===== config.mk =====
export PLATFORM = sky130hd
export DESIGN_NAME = flash_cmd_decoder
export DESIGN_NICKNAME = d
export VERILOG_FILES = /design/src/rtl/flash_cmd_pkg.sv /design/src/rtl/flash_wr_capture.sv /design/src/rtl/flash_unlock_match.sv /design/src/rtl/flash_seq_fsm.sv /design/src/rtl/flash_cmd_decoder.sv
export SDC_FILE = /design/constraint.sdc
export NUM_CORES = 1
export LEC_CHECK = 0
export BUFFER_PORTS_ARGS = -buffer_cell sky130_fd_sc_hd__buf_2
export CAP_MARGIN = 20
export CORE_ASPECT_RATIO = 2
export CORE_MARGIN = 2
export CORE_UTILIZATION = 45
export DETAILED_ROUTE_END_ITERATION = 10
export PLACE_DENSITY = 0.71
export RECOVER_POWER = 25
export REMOVE_ABC_BUFFERS = 1
export SETUP_SLACK_MARGIN = 0.5
export SLEW_MARGIN = 10
export SYNTH_ARGS = -nofsm -noshare
export SYNTH_HDL_FRONTEND = slang
export SYNTH_SLANG_ARGS = --single-unit

===== constraint.sdc =====
create_clock -name clk -period 2.2 [get_ports clk]
set_clock_uncertainty 0.2 [all_clocks]
set_input_delay 0.44 -clock clk [delete_from_list [all_inputs] [get_ports clk]]
set_output_delay 0.44 -clock clk [all_outputs]
set_load 0.02 [all_outputs]

===== src/rtl/flash_cmd_pkg.sv =====
package flash_cmd_pkg;

    typedef enum logic [1:0] {
        MODE_READ   = 2'd0,
        MODE_HIDDEN = 2'd1,
        MODE_ERASE  = 2'd2,
        MODE_ESUSP  = 2'd3
    } mode_e;

    typedef enum logic [2:0] {
        SQ_IDLE, SQ_UNL1, SQ_UNL2, SQ_PROG, SQ_HEXIT, SQ_ER1, SQ_ER2, SQ_ER3
    } seq_e;

    typedef struct packed {
        logic prog;
        logic hprog;
        logic hexit;
        logic rst;
        logic susp;
        logic resume;
    } strobe_t;

    localparam logic [7:0] CODE_UNL1   = 8'hAA;
    localparam logic [7:0] CODE_UNL2   = 8'h55;
    localparam logic [7:0] CODE_PROG   = 8'hA0;
    localparam logic [7:0] CODE_HENTER = 8'h88;
    localparam logic [7:0] CODE_HEXIT  = 8'h90;
    localparam logic [7:0] CODE_HDONE  = 8'h00;
    localparam logic [7:0] CODE_ERASE  = 8'h80;
    localparam logic [7:0] CODE_SECTOR = 8'h30;
    localparam logic [7:0] CODE_RESET  = 8'hF0;
    localparam logic [7:0] CODE_SUSP   = 8'hB0;
    localparam logic [7:0] CODE_RESUME = 8'h30;

endpackage


===== src/rtl/flash_wr_capture.sv =====
module flash_wr_capture #(
    parameter int ADDR_W = 22
) (
    input  logic              clk,
    input  logic              rst_n,
    input  logic              we_n,
    input  logic [ADDR_W-1:0] addr,
    input  logic              addr_lsb,
    output logic [ADDR_W-1:0] lat_addr,
    output logic              lat_lsb,
    output logic              wr_done
);
    typedef struct packed {
        logic              we;
        logic [ADDR_W-1:0] addr;
        logic              lsb;
    } cap_t;

    cap_t cap_d, cap_q;

    always_comb begin
        cap_d    = cap_q;
        cap_d.we = we_n;
        if (cap_q.we && !we_n) begin
            cap_d.addr = addr;
            cap_d.lsb  = addr_lsb;
        end
    end

    always_ff @(posedge clk or negedge rst_n) begin
        if (!rst_n) begin
            cap_q <= '{we: 1'b1, addr: '0, lsb: 1'b0};
        end else begin
            cap_q <= cap_d;
        end
    end

    assign lat_addr = cap_q.addr;
    assign lat_lsb  = cap_q.lsb;
    assign wr_done  = !cap_q.we && we_n;
endmodule


===== src/rtl/flash_unlock_match.sv =====
module flash_unlock_match #(
    parameter int              CMP_W = 11,
    parameter logic [CMP_W-1:0] KEY_A = 11'h555,
    parameter logic [CMP_W-1:0] KEY_B = 11'h2AA
) (
    input  logic [CMP_W-1:0] addr_low,
    input  logic             addr_lsb,
    input  logic             bm,
    output logic             hit_a,
    output logic             hit_b
);
    localparam logic [CMP_W:0] BYTE_A = {KEY_A, 1'b0};
    localparam logic [CMP_W:0] BYTE_B = {KEY_B, 1'b1};

    logic [CMP_W:0] byte_addr;
    assign byte_addr = {addr_low, addr_lsb};

    always_comb begin
        if (bm) begin
            hit_a = (byte_addr == BYTE_A);
            hit_b = (byte_addr == BYTE_B);
        end else begin
            hit_a = (addr_low == KEY_A);
            hit_b = (addr_low == KEY_B);
        end
    end
endmodule


===== src/rtl/flash_seq_fsm.sv =====
module flash_seq_fsm
    import flash_cmd_pkg::*;
#(
    parameter int ADDR_W = 22,
    parameter int DATA_W = 16,
    parameter int HID_W  = 7,
    parameter int BANK_W = 2
) (
    input  logic              clk,
    input  logic              rst_n,
    input  logic              wr_done,
    input  logic [ADDR_W-1:0] lat_addr,
    input  logic              lat_lsb,
    input  logic [DATA_W-1:0] wdata,
    input  logic              byte_mode,
    input  logic              hit_a,
    input  logic              hit_b,
    output logic              bm_eff,
    output strobe_t           stb,
    output logic              illegal,
    output logic [ADDR_W:0]   cmd_addr,
    output logic [DATA_W-1:0] cmd_data,
    output logic [BANK_W-1:0] cmd_bank,
    output logic [1:0]        mode
);
    localparam int TOP_W = BANK_W + 1;

    typedef struct packed {
        seq_e              seq;
        mode_e             mode;
        logic              bm;
        logic              bank0;
        strobe_t           stb;
        logic              illegal;
        logic [ADDR_W:0]   caddr;
        logic [DATA_W-1:0] cdata;
        logic [BANK_W-1:0] cbank;
    } fsm_t;

    fsm_t st_d, st_q;
    logic [7:0] code;
    logic       top_zero;
    logic       in_range;
    logic       take;
    logic       bad;

    assign code     = wdata[7:0];
    assign top_zero = (lat_addr[ADDR_W-1 -: TOP_W] == '0);
    assign in_range = (lat_addr[ADDR_W-1:HID_W] == '0);

    always_comb begin
        st_d         = st_q;
        st_d.stb     = '0;
        st_d.illegal = 1'b0;
        take         = 1'b0;
        bad          = 1'b0;
        bm_eff       = (st_q.seq == SQ_IDLE) ? byte_mode : st_q.bm;
        if (wr_done) begin
            st_d.seq = SQ_IDLE;
            case (st_q.seq)
                SQ_IDLE: begin
                    st_d.bm    = byte_mode;
                    st_d.bank0 = top_zero;
                    if (code == CODE_UNL1 && hit_a) begin
                        st_d.seq = SQ_UNL1;
                    end else if (code == CODE_RESET) begin
                        st_d.stb.rst = 1'b1;
                        st_d.mode    = MODE_READ;
                        take         = 1'b1;
                    end else if (code == CODE_SUSP) begin
                        if (st_q.mode == MODE_ERASE) begin
                            st_d.stb.susp = 1'b1;
                            st_d.mode     = MODE_ESUSP;
                            take          = 1'b1;
                        end
                    end else if (code == CODE_RESUME) begin
                        if (st_q.mode == MODE_ESUSP) begin
                            st_d.stb.resume = 1'b1;
                            st_d.mode       = MODE_ERASE;
                            take            = 1'b1;
                        end
                    end else begin
                        bad = 1'b1;
                    end
                end
                SQ_UNL1: begin
                    st_d.bank0 = st_q.bank0 && top_zero;
                    if (code == CODE_UNL2 && hit_b) st_d.seq = SQ_UNL2;
                    else bad = 1'b1;
                end
                SQ_UNL2: begin
                    if (!hit_a) begin
                        bad = 1'b1;
                    end else begin
                        case (code)
                            CODE_PROG: begin
                                if (st_q.mode == MODE_ERASE) bad = 1'b1;
                                else st_d.seq = SQ_PROG;
                            end
                            CODE_HEXIT: begin
                                if (st_q.mode == MODE_HIDDEN && st_q.bank0 && top_zero)
                                    st_d.seq = SQ_HEXIT;
                                else bad = 1'b1;
                            end
                            CODE_HENTER: begin
                                if (st_q.mode == MODE_READ) st_d.mode = MODE_HIDDEN;
                                else bad = 1'b1;
                            end
                            CODE_ERASE: begin
                                if (st_q.mode == MODE_READ) st_d.seq = SQ_ER1;
                                else bad = 1'b1;
                            end
                            CODE_RESET: begin
                                st_d.stb.rst = 1'b1;
                                st_d.mode    = MODE_READ;
                                take         = 1'b1;
                            end
                            default: bad = 1'b1;
                        endcase
                    end
                end
                SQ_PROG: begin
                    if (st_q.mode == MODE_HIDDEN) begin
                        if (in_range) begin
                            st_d.stb.hprog = 1'b1;
                            take           = 1'b1;
                        end else begin
                            bad = 1'b1;
                        end
                    end else begin
                        st_d.stb.prog = 1'b1;
                        take          = 1'b1;
                    end
                end
                SQ_HEXIT: begin
                    if (code == CODE_HDONE) begin
                        st_d.stb.hexit = 1'b1;
                        st_d.mode      = MODE_READ;
                        take           = 1'b1;
                    end else begin
                        bad = 1'b1;
                    end
                end
                SQ_ER1: begin
                    if (code == CODE_UNL1 && hit_a) st_d.seq = SQ_ER2;
                    else bad = 1'b1;
                end
                SQ_ER2: begin
                    if (code == CODE_UNL2 && hit_b) st_d.seq = SQ_ER3;
                    else bad = 1'b1;
                end
                SQ_ER3: begin
                    if (code == CODE_SECTOR) begin
                        st_d.mode = MODE_ERASE;
                        take      = 1'b1;
                    end else begin
                        bad = 1'b1;
                    end
                end
                default: bad = 1'b1;
            endcase
            if (bad) begin
                st_d.illegal = 1'b1;
                st_d.mode    = st_q.mode;
                st_d.seq     = SQ_IDLE;
            end
            if (take) begin
                st_d.caddr = {lat_addr, lat_lsb};
                st_d.cdata = wdata;
                st_d.cbank = lat_addr[ADDR_W-1 -: BANK_W];
            end
        end
    end

    always_ff @(posedge clk or negedge rst_n) begin
        if (!rst_n) begin
            st_q <= '{seq: SQ_IDLE, mode: MODE_READ, bm: 1'b0, bank0: 1'b0,
                      stb: '0, illegal: 1'b0, caddr: '0, cdata: '0, cbank: '0};
        end else begin
            st_q <= st_d;
        end
    end

    assign stb      = st_q.stb;
    assign illegal  = st_q.illegal;
    assign cmd_addr = st_q.caddr;
    assign cmd_data = st_q.cdata;
    assign cmd_bank = st_q.cbank;
    assign mode     = st_q.mode;
endmodule


===== src/rtl/flash_cmd_decoder.sv =====
module flash_cmd_decoder
    import flash_cmd_pkg::*;
#(
    parameter int ADDR_W = 22,
    parameter int DATA_W = 16,
    parameter int CMP_W  = 11,
    parameter int HID_W  = 7,
    parameter int BANK_W = 2
) (
    input  logic              clk,
    input  logic              rst_n,
    input  logic              we_n,
    input  logic [ADDR_W-1:0] addr,
    input  logic              addr_lsb,
    input  logic [DATA_W-1:0] wdata,
    input  logic              byte_mode,
    output logic              prog_stb,
    output logic              hprog_stb,
    output logic              hexit_stb,
    output logic              reset_stb,
    output logic              susp_stb,
    output logic              resume_stb,
    output logic              illegal,
    output logic [ADDR_W:0]   cmd_addr,
    output logic [DATA_W-1:0] cmd_data,
    output logic [BANK_W-1:0] cmd_bank,
    output logic [1:0]        mode
);
    logic [ADDR_W-1:0] lat_addr;
    logic              lat_lsb;
    logic              wr_done;
    logic              bm_eff;
    logic              hit_a;
    logic              hit_b;
    strobe_t           stb;

    flash_wr_capture #(.ADDR_W(ADDR_W)) u_cap (
        .clk(clk), .rst_n(rst_n), .we_n(we_n), .addr(addr), .addr_lsb(addr_lsb),
        .lat_addr(lat_addr), .lat_lsb(lat_lsb), .wr_done(wr_done)
    );

    flash_unlock_match #(.CMP_W(CMP_W)) u_match (
        .addr_low(lat_addr[CMP_W-1:0]), .addr_lsb(lat_lsb), .bm(bm_eff),
        .hit_a(hit_a), .hit_b(hit_b)
    );

    flash_seq_fsm #(.ADDR_W(ADDR_W), .DATA_W(DATA_W), .HID_W(HID_W), .BANK_W(BANK_W)) u_fsm (
        .clk(clk), .rst_n(rst_n), .wr_done(wr_done), .lat_addr(lat_addr),
        .lat_lsb(lat_lsb), .wdata(wdata), .byte_mode(byte_mode),
        .hit_a(hit_a), .hit_b(hit_b), .bm_eff(bm_eff), .stb(stb),
        .illegal(illegal), .cmd_addr(cmd_addr), .cmd_data(cmd_data),
        .cmd_bank(cmd_bank), .mode(mode)
    );

    assign prog_stb   = stb.prog;
    assign hprog_stb  = stb.hprog;
    assign hexit_stb  = stb.hexit;
    assign reset_stb  = stb.rst;
    assign susp_stb   = stb.susp;
    assign resume_stb = stb.resume;
endmodule


== Word level (Yosys, flattened, before mapping) ==
Cells that the tools add are included.
Storage, ports and cells
  register bits after elaboration: 79
  input port bits: 43
  output and inout port bits: 50
Operators by class
  eq/ne operators: 32
  multiplexer cells: 68
  bitwise logic cells: 1
  reduce and logical (&&, ||, !) cells: 21
Operators by type and width (count)
  $eq A8 B8 Y1 const B: 7
  $mux W48: 1
  $mux W41: 1
  $mux W1: 36
  $mux W2: 14
  $logic_not A15 Y1: 1
  $mux W3: 5
  $pmux W3 S5: 1
  $eq A12 B11 Y1 const B: 1
  $eq A12 B12 Y1 const B: 1
  $eq A3 B3 Y1 const B: 4
  $ne A4 B4 Y1 const B: 3
  $reduce_and A12 Y1: 1
  $eq A11 B10 Y1 const B: 1
  $eq A11 B11 Y1 const B: 1
  $mux W5: 2
  $pmux W3 S3: 1
  $eq A8 B6 Y1 const B: 1
  $eq A8 B7 Y1 const B: 1
  $logic_not A8 Y1: 1
  $pmux W2 S4: 1
  $logic_and A1 B1 Y1: 7
  $pmux W1 S7: 1
  $eq A3 B2 Y1 const B: 2
  other kinds (18): 27

== Logic depth before layout (Yosys ltp) ==
Gate-level depths: netlist of run 1.
  depth after elaboration: 10
  mapped depth: 9
  mapped depth without buffers: 6

== Hierarchy ==
A second synthesis of run 1 with hierarchy kept.
Unflattened totals
  cell total of the unflattened synthesis: 367
  area, all modules: 4260.3 um^2
By module, submodules not included
  flash_seq_fsm: instances 1, cells each 284, area an instance 2997.9 um^2, sequential area each 1326.3 um^2
  flash_wr_capture: instances 1, cells each 74, area an instance 1174.9 um^2, sequential area each 601.8 um^2
  flash_unlock_match: instances 1, cells each 9, area an instance 87.6 um^2, sequential area each 0.0 um^2

== Worst setup path after synthesis of run 1 ==
Ideal clock, no wire load.
  path type: reg2reg
  from: register u_fsm.st_q[54] (netlist bit)
  to: register u_fsm.st_q, in the netlist u_fsm.cmd_addr[20]
  setup time: 125 ps
  data arrival time: 2110 ps
  required time: 1875 ps
  slack: -235 ps
  stages on the path, launching flop included: 9
  path buffers: 3
  period minus slack after synthesis: 2435 ps
  cell sequence: dfrtp_1 buf_2 or3b_1 nor3_1 o2111ai_2 a21oi_2 buf_6 buf_6 mux2_4
On the way
  cells in the longest elaborated chain, start to end: 8
  elaborated cells between the ends (all ways): 13
  those cells by class: 4 x eq/ne; 6 x mux; 3 x reduce/logical
RTL lines
  start: declaration: RTL line flash_seq_fsm.sv:40  | fsm_t st_d, st_q;
  start signal: assignment: RTL line flash_seq_fsm.sv:177  | st_q <= '{seq: SQ_IDLE, mode: MODE_READ, bm: 1'b0, bank0: 1'b0,
  start signal: assignment: RTL line flash_seq_fsm.sv:180  | st_q <= st_d;
  $logic_not A3 Y1: RTL line flash_seq_fsm.sv:57, flash_seq_fsm.sv:60
  $mux W1: RTL line flash_seq_fsm.sv:57  | bm_eff = (st_q.seq == SQ_IDLE) ? byte_mode : st_q.bm;
  $mux W1: RTL line flash_unlock_match.sv:19  | if (bm) begin
  $logic_and A1 B1 Y1: RTL line flash_seq_fsm.sv:64  | if (code == CODE_UNL1 && hit_a) begin
  $mux W1: RTL line flash_seq_fsm.sv:64
  $pmux W1 S5 (*): RTL line flash_seq_fsm.sv:60  | case (st_q.seq)
  $mux W1 (*): RTL line flash_seq_fsm.sv:58  | if (wr_done) begin
  $reduce_and A2 Y1 (no source line) (*)
Every way passes the cells marked *; elsewhere a longest branch is shown, timed or not. The select of a mux whose other input is x is not followed.
A chain may end at the register's enable or synchronous reset.

== Worst setup path in the final report of run 1 ==
  from: register u_cap.cap_q, in the netlist u_cap.lat_addr[7]
  to: register u_fsm.st_q, in the netlist u_fsm.cmd_addr[0]
On the way
  cells in the longest elaborated chain, start to end: 7
  elaborated cells between the ends (all ways): 12
  those cells by class: 2 x eq/ne; 7 x mux; 3 x reduce/logical
RTL lines
  start: declaration: RTL line flash_wr_capture.sv:19  | cap_t cap_d, cap_q;
  start signal: assignment: RTL line flash_wr_capture.sv:32  | cap_q <= '{we: 1'b1, addr: '0, lsb: 1'b0};
  start signal: assignment: RTL line flash_wr_capture.sv:34  | cap_q <= cap_d;
  $eq A12 B12 Y1 or $eq A11 B11 Y1 (tied branches): RTL line flash_unlock_match.sv:20, flash_unlock_match.sv:23
  $mux W1: RTL line flash_unlock_match.sv:19
  $logic_and A1 B1 Y1: RTL line flash_seq_fsm.sv:64
  $mux W1: RTL line flash_seq_fsm.sv:64
  $pmux W1 S5 (*): RTL line flash_seq_fsm.sv:60
  $mux W1 (*): RTL line flash_seq_fsm.sv:58
  $reduce_and A2 Y1 (no source line) (*)
Marked as above.

==> flow_summary.ini, run 1 <==
[sta]
maxSlewHeadroom_pct = 45.2
fmax_mhz = 374
timing.final.hold_violations = 0
rsz0062_at_grt = true
finalCritPeriodShare_pct = 121
tightest_slew_ps = 822
setup_viol = 46
worst_slack_ps = -471
final.setup.tns_ps = -19000
drv_slew = 0
period_minus_slack_ps = 2670
hold_slack_ps = 65.2

[floorplanning]
die_h_um = 139
core-area_um2 = 8950
ioPinCount = 93
num_rows = 49
die-area_um2 = 9950
start_util_pct = 45.8
die_w_um = 71.5

[final_layout]
final_nets = 557
num_antenna_cells = 0
drive_gt1_share_pct = 61.3
final_cell_mix = buf_2, buf_4, dfrtp_1
fill_cells = 681
finish.utilization_pct = 66.1
synthToLayoutAreaGrowth_pct = 44.1
final_area_um2 = 5920
final_cells = 621
final_common_cell = buf_2

[cts]
path_clk_slew_ps = 60
cts_buffers = 9
clk_path_buf_depth = 2
root_buffer = clkbuf_16
cts_tree = built
htree_levels = 3
clock_sinks = 77
clock_latency_ps = 340

[min_path]
min_path_cells = 1
min_path_type = in -> reg

[status]
violations = negative setup slack
status = finished with violations

[yosys]
synth_area_per_cell_um2 = 11.3
seq_area_frac_synth_pct = 47.0
netlist-cell-type-count = 58
ys_async_sr_fraction_pct = 100
synth-main-ff-cell = dfrtp_1
synthDominantCellAreaShare_pct = 46.3
synth_area_um2 = 4100
yosys-top-cells-area = dfrtp_1, mux2_2, buf_4
synthCells = 364
ys_ff_latch = 77
synth-edff-count = 0
ys_warn_count = 0
yosysTopAreaCell = dfrtp_1

[placed_design]
placed_cell_area_um2 = 4950
portBuffers = 92
place_congestion = 1.01
dpl.hpwl_mm = 9.13
dp_worst_setup_slack_ps = -483
placed_cells = 580

[worst_setup_path]
r2r_end = u_fsm.cmd_addr[0]
critical_path.endpoint_type = register
reg2reg_from = u_cap.lat_addr[7]
required_ps = 2220
worst-setup-path-type = reg -> reg
r2r_cells = 9
cp-startpoint = u_cap.lat_addr[7]
crit_end = u_fsm.cmd_addr[0]
critPathArrivalTime_ps = 2690
r2r_slack_ps = -470
worstPathMaxFanout = 8
cp-start-kind = register

[drt]
drcViolationCount = 0
routed_wl_mm = 13.7
vias = 3583
dr.pass1.iters = 9
routed_via_density = 5.77
routedWlPerCell_um = 22.0
drt.antenna.violating_nets = 0
drt_iter0_drc = 307

[global_routing]
grt.total_usage_pct = 27.0
antenna_found_initial = 0
grt_overflow_total = 0
grt_start_max_net_pins = 34
grt_pass1_vias = 3748
grt_pass1_wl_mm = 20.0

[power]
powerDensity_nw_per_um2 = 881
total_power_mw = 5.21
p_leak_nw = 2.81
ir_drop_uv = 733

[flow_run]
maxCapViolCount = 0
[critical path, stage by stage (launching register included)]
cell,delay (ps)
dfrtp_1,400
buf_6,140
nor4b_4,260
nand4_1,250
nor3_2,230
o2111ai_2,190
a21oi_4,220
buf_6,180
buf_16,150
mux2_2,330
[where the power goes]
| part | total, mW | internal (mW) | switching [mW] | leakage, nW |
|---|---|---|---|---|
| clock | 1.32 | 0.760 | 0.559 | 0.123 |
| combinational | 1.92 | 0.952 | 0.967 | 1.71 |
| sequential | 1.98 | 1.74 | 0.238 | 0.981 |
[metal layers]
| layer | vias to the layer above | share of wire (%) | track usage (%) |
|---|---|---|---|
| met4 | 0 | 9.0 | 17.9 |
| met1 | 1728 | 33 | 27.5 |
| li1 | 1579 | - | - |
| met2 | 193 | 54 | 48.1 |
| met5 | - | 0 | 0 |
| met3 | 83 | 4.5 | 5.09 |
[worst min path at each step]
stage | from | to | slack (ps)
6_report | we_n | u_cap.cap_q[23] | 70
5_1_grt | we_n | u_cap.cap_q[23] | 60
4_1_cts | we_n | u_cap.cap_q[23] | 40
3_5_place_dp | rst_n | u_fsm.cmd_data[6] | 210
3_3_place_gp | rst_n | u_fsm.cmd_data[6] | 200
2_1_floorplan | rst_n | u_cap.lat_addr[0] | -60
[cells by family (layout without fill, tap and decap cells)]
family          after synthesis  after routing  share of synthesized area (%)
flops                        77             77                           47.0
simple gates                112            112                           16.3
xor+xnor                      1              1                          0.213
compound gates               42             42                           7.10
buf+inv                      66            221                           10.5
mux                          66             66                           19.0
[sequential cells by signal, indices dropped and copies added, names as in the netlist]
register and count:
u_cap.lat_addr 22, u_fsm.cmd_addr 21, u_fsm.cmd_bank 2, u_fsm.stb 6
u_cap.lat_lsb 1, u_cap.cap_q 1, u_fsm.st_q 5, u_fsm.cmd_data 16
u_fsm.illegal 1, u_fsm.mode 2
[synthesized netlist by cell type (2+ instances only)]
master and number:
nor2_1 16, buf_2 4, o21ai_0 9, clkbuf_1 12, and4b_1 2, nor3_1 10, inv_1 3, buf_4 43
buf_1 2, a41oi_1 2, nand3_1 12, buf_6 2, nor2b_1 7, dfrtp_1 76, nor4_1 11, nor4b_1 3
o211ai_1 2, mux2_1 3, a21oi_1 13, and3_1 4, mux2_2 52, nand4_1 8, mux2_4 10, a31oi_1 2
nand3b_1 3, nand2_1 12, nor4bb_1 2, nand2b_1 8, and3b_1 2
[timing repair]
item | 4_1_cts | 5_1_grt
endpoints found under the hold margin | 30 | 0
pin swaps | 12 | 14
gates cloned | 3 | 3
setup endpoints to repair | 52 | 76
buffers inserted | 10 | 8
hold buffers | 1 | 0
resized for setup | 59 | 33
[area by class of cell]
class	instances	area [µm²]	share of cell area, %
Tap cell	102	128	2.16
Sequential cell	77	1930	32.6
Clock inverter	4	25.0	0.423
Clock buffer	12	236	4.00
Multi-Input combinational cell	221	2070	35.0
Inverter	3	11.3	0.190
Timing Repair Buffer	202	1520	25.6
No activity file was read; power rests on OpenSTA's default activity.
==> run 2: changes to the inputs <==
--- a/config.mk
+++ b/config.mk
@@ -15,6 +15,7 @@
 export RECOVER_POWER = 25
 export REMOVE_ABC_BUFFERS = 1
 export SETUP_SLACK_MARGIN = 0.5
+export SKIP_CTS_REPAIR_TIMING = 1
 export SLEW_MARGIN = 10
 export SYNTH_ARGS = -nofsm -noshare
 export SYNTH_HDL_FRONTEND = slang
==> run 2 against run 1 <==
Against the previous run:
- the run still ends with negative setup slack left
- die area is the same
- final cell count shrank 0.64%
- flip-flop and latch count is the same
- register-to-register slack lost 40 ps
- setup slack lost 43 ps
- clock power is essentially flat
- design area shrank 3.0%
- global-route usage shrank 2.5 points
==> flow_summary.ini, run 2 (synthesized netlist as in run 1, its figures left out) <==
[status]
violations = negative setup slack
status = finished with violations

[final_layout]
final_common_cell = buf_2
drive_gt1_share_pct = 59.4
largest_reg_flops = 22
synthToLayoutAreaGrowth_pct = 39.9
final_nets = 553
finish.utilization_pct = 64.1
final_cell_mix = buf_2, buf_4, dfrtp_1
num_antenna_cells = 0

[drt]
routed_via_density = 5.73
drcViolationCount = 0
drt.antenna.violating_nets = 0
dr.pass1.iters = 6
routedWlPerCell_um = 21.0
drt_iter0_drc = 224
vias = 3534
routed_wl_mm = 13.0

[worst_setup_path]
worstPathMaxFanout = 6
worst-setup-path-type = reg -> reg
r2r_cells = 9
critical_path.endpoint_type = register
cp-start-kind = register
required_ps = 2220
critPathArrivalTime_ps = 2730

[floorplanning]
ioPinCount = 93
die_h_um = 139
die-area_um2 = 9950
die_w_um = 71.5
num_rows = 49
core-area_um2 = 8950
start_util_pct = 45.8

[cts]
clk_path_buf_depth = 2
cts_tree = built
clock_sinks = 77
path_clk_slew_ps = 60
cts_buffers = 9
root_buffer = clkbuf_16
clock_latency_ps = 340
htree_levels = 3

[placed_design]
dpl.hpwl_mm = 9.13
portBuffers = 92
dp_worst_setup_slack_ps = -483
place_congestion = 1.01

[sta]
drv_slew = 0
maxSlewHeadroom_pct = 45.9
tightest_slew_ps = 811
finalCritPeriodShare_pct = 123
hold_slack_ps = 70.2
setup_viol = 46
rsz0062_at_grt = true
fmax_mhz = 368
period_minus_slack_ps = 2710
worst_slack_ps = -515
timing.final.hold_violations = 0

[flow_run]
maxCapViolCount = 0

[global_routing]
grt_pass1_vias = 3559
grt_pass1_wl_mm = 18.2
grt_overflow_total = 0
antenna_found_initial = 0
grt_start_max_net_pins = 36
grt.total_usage_pct = 24.5

[power]
ir_drop_uv = 725
p_leak_nw = 2.75
powerDensity_nw_per_um2 = 889

[min_path]
min_path_cells = 1
min_path_type = in -> reg
==> run 2: cell types whose count changed in the layout (fill, tap and decap cells not counted), moves of 2 or more <==
cell / previous run / this run
mux2_4: 20 / 16
dfrtp_2: 0 / 2
a21oi_1: 9 / 13
mux2_2: 45 / 49
a21oi_2: 3 / 0
dfrtp_1: 76 / 74
buf_6: 22 / 17
buf_16: 3 / 0
==> run 2: worst max-delay path, cell delays in order (launching register included) <==
cell       delay (ps)
dfrtp_1           410
or4b_4            560
buf_6             140
a21boi_4          170
nor3_2             70
o2111ai_2         310
a21oi_4           110
buf_12            160
clkbuf_16         160
mux2_4            290
==> run 2: layout make-up <==
cell class              instances  area, µm²
clock buffers                  12        236
clock inverters                 4       25.0
fillers                       717       3210
inverters                       3       11.3
multi-input cells             221       1970
flip-flops and latches         77       1930
well taps                     102        128
repair buffers                198       1440
==> run 2: stage by stage <==
| stage | power, mW | setup TNS (ps) | cells | instance area (µm²) |
|---|---|---|---|---|
| after floorplan | 2.77 | -49330 | 301 | 3690 |
| after global placement | 3.54 | -21580 | 580 | 4950 |
| after detailed placement | 3.57 | -19890 | 580 | 4950 |
| after CTS | 4.91 | -18000 | 596 | 5210 |
| after global routing | 5.34 | -22270 | 617 | 5740 |
| final | 5.10 | -20190 | 617 | 5740 |
==> run 2: power breakdown <==
| part | leakage [nW] | internal, mW | switching, mW | total (mW) |
|---|---|---|---|---|
| Clock | 0.123 | 0.760 | 0.556 | 1.32 |
| Combinational | 1.65 | 0.901 | 0.926 | 1.83 |
| Sequential | 0.978 | 1.74 | 0.219 | 1.96 |
==> run 2: worst paths after layout <==
kind / startpoint / end / slack, ps
hold reg to reg: u_fsm.cmd_data[9] / u_fsm.cmd_data[9] / 300
setup / recovery: u_fsm.st_q[52] / u_fsm.cmd_data[15] / -510
hold / removal: we_n / u_cap.cap_q[23] / 70
max in group asynchronous: rst_n / u_fsm.st_q[54] / 210
setup reg to reg: u_fsm.st_q[52] / u_fsm.cmd_data[15] / -510
min in group asynchronous: rst_n / u_fsm.cmd_data[6] / 530
==> run 2: per-layer routing <==
metal	track usage [%]	routed length, µm	vias up
met4	19.3	1160	0
met2	42.9	7060	173
li1	-	-	1574
met1	24.1	4150	1716
met5	0	0	-
met3	4.80	601	71
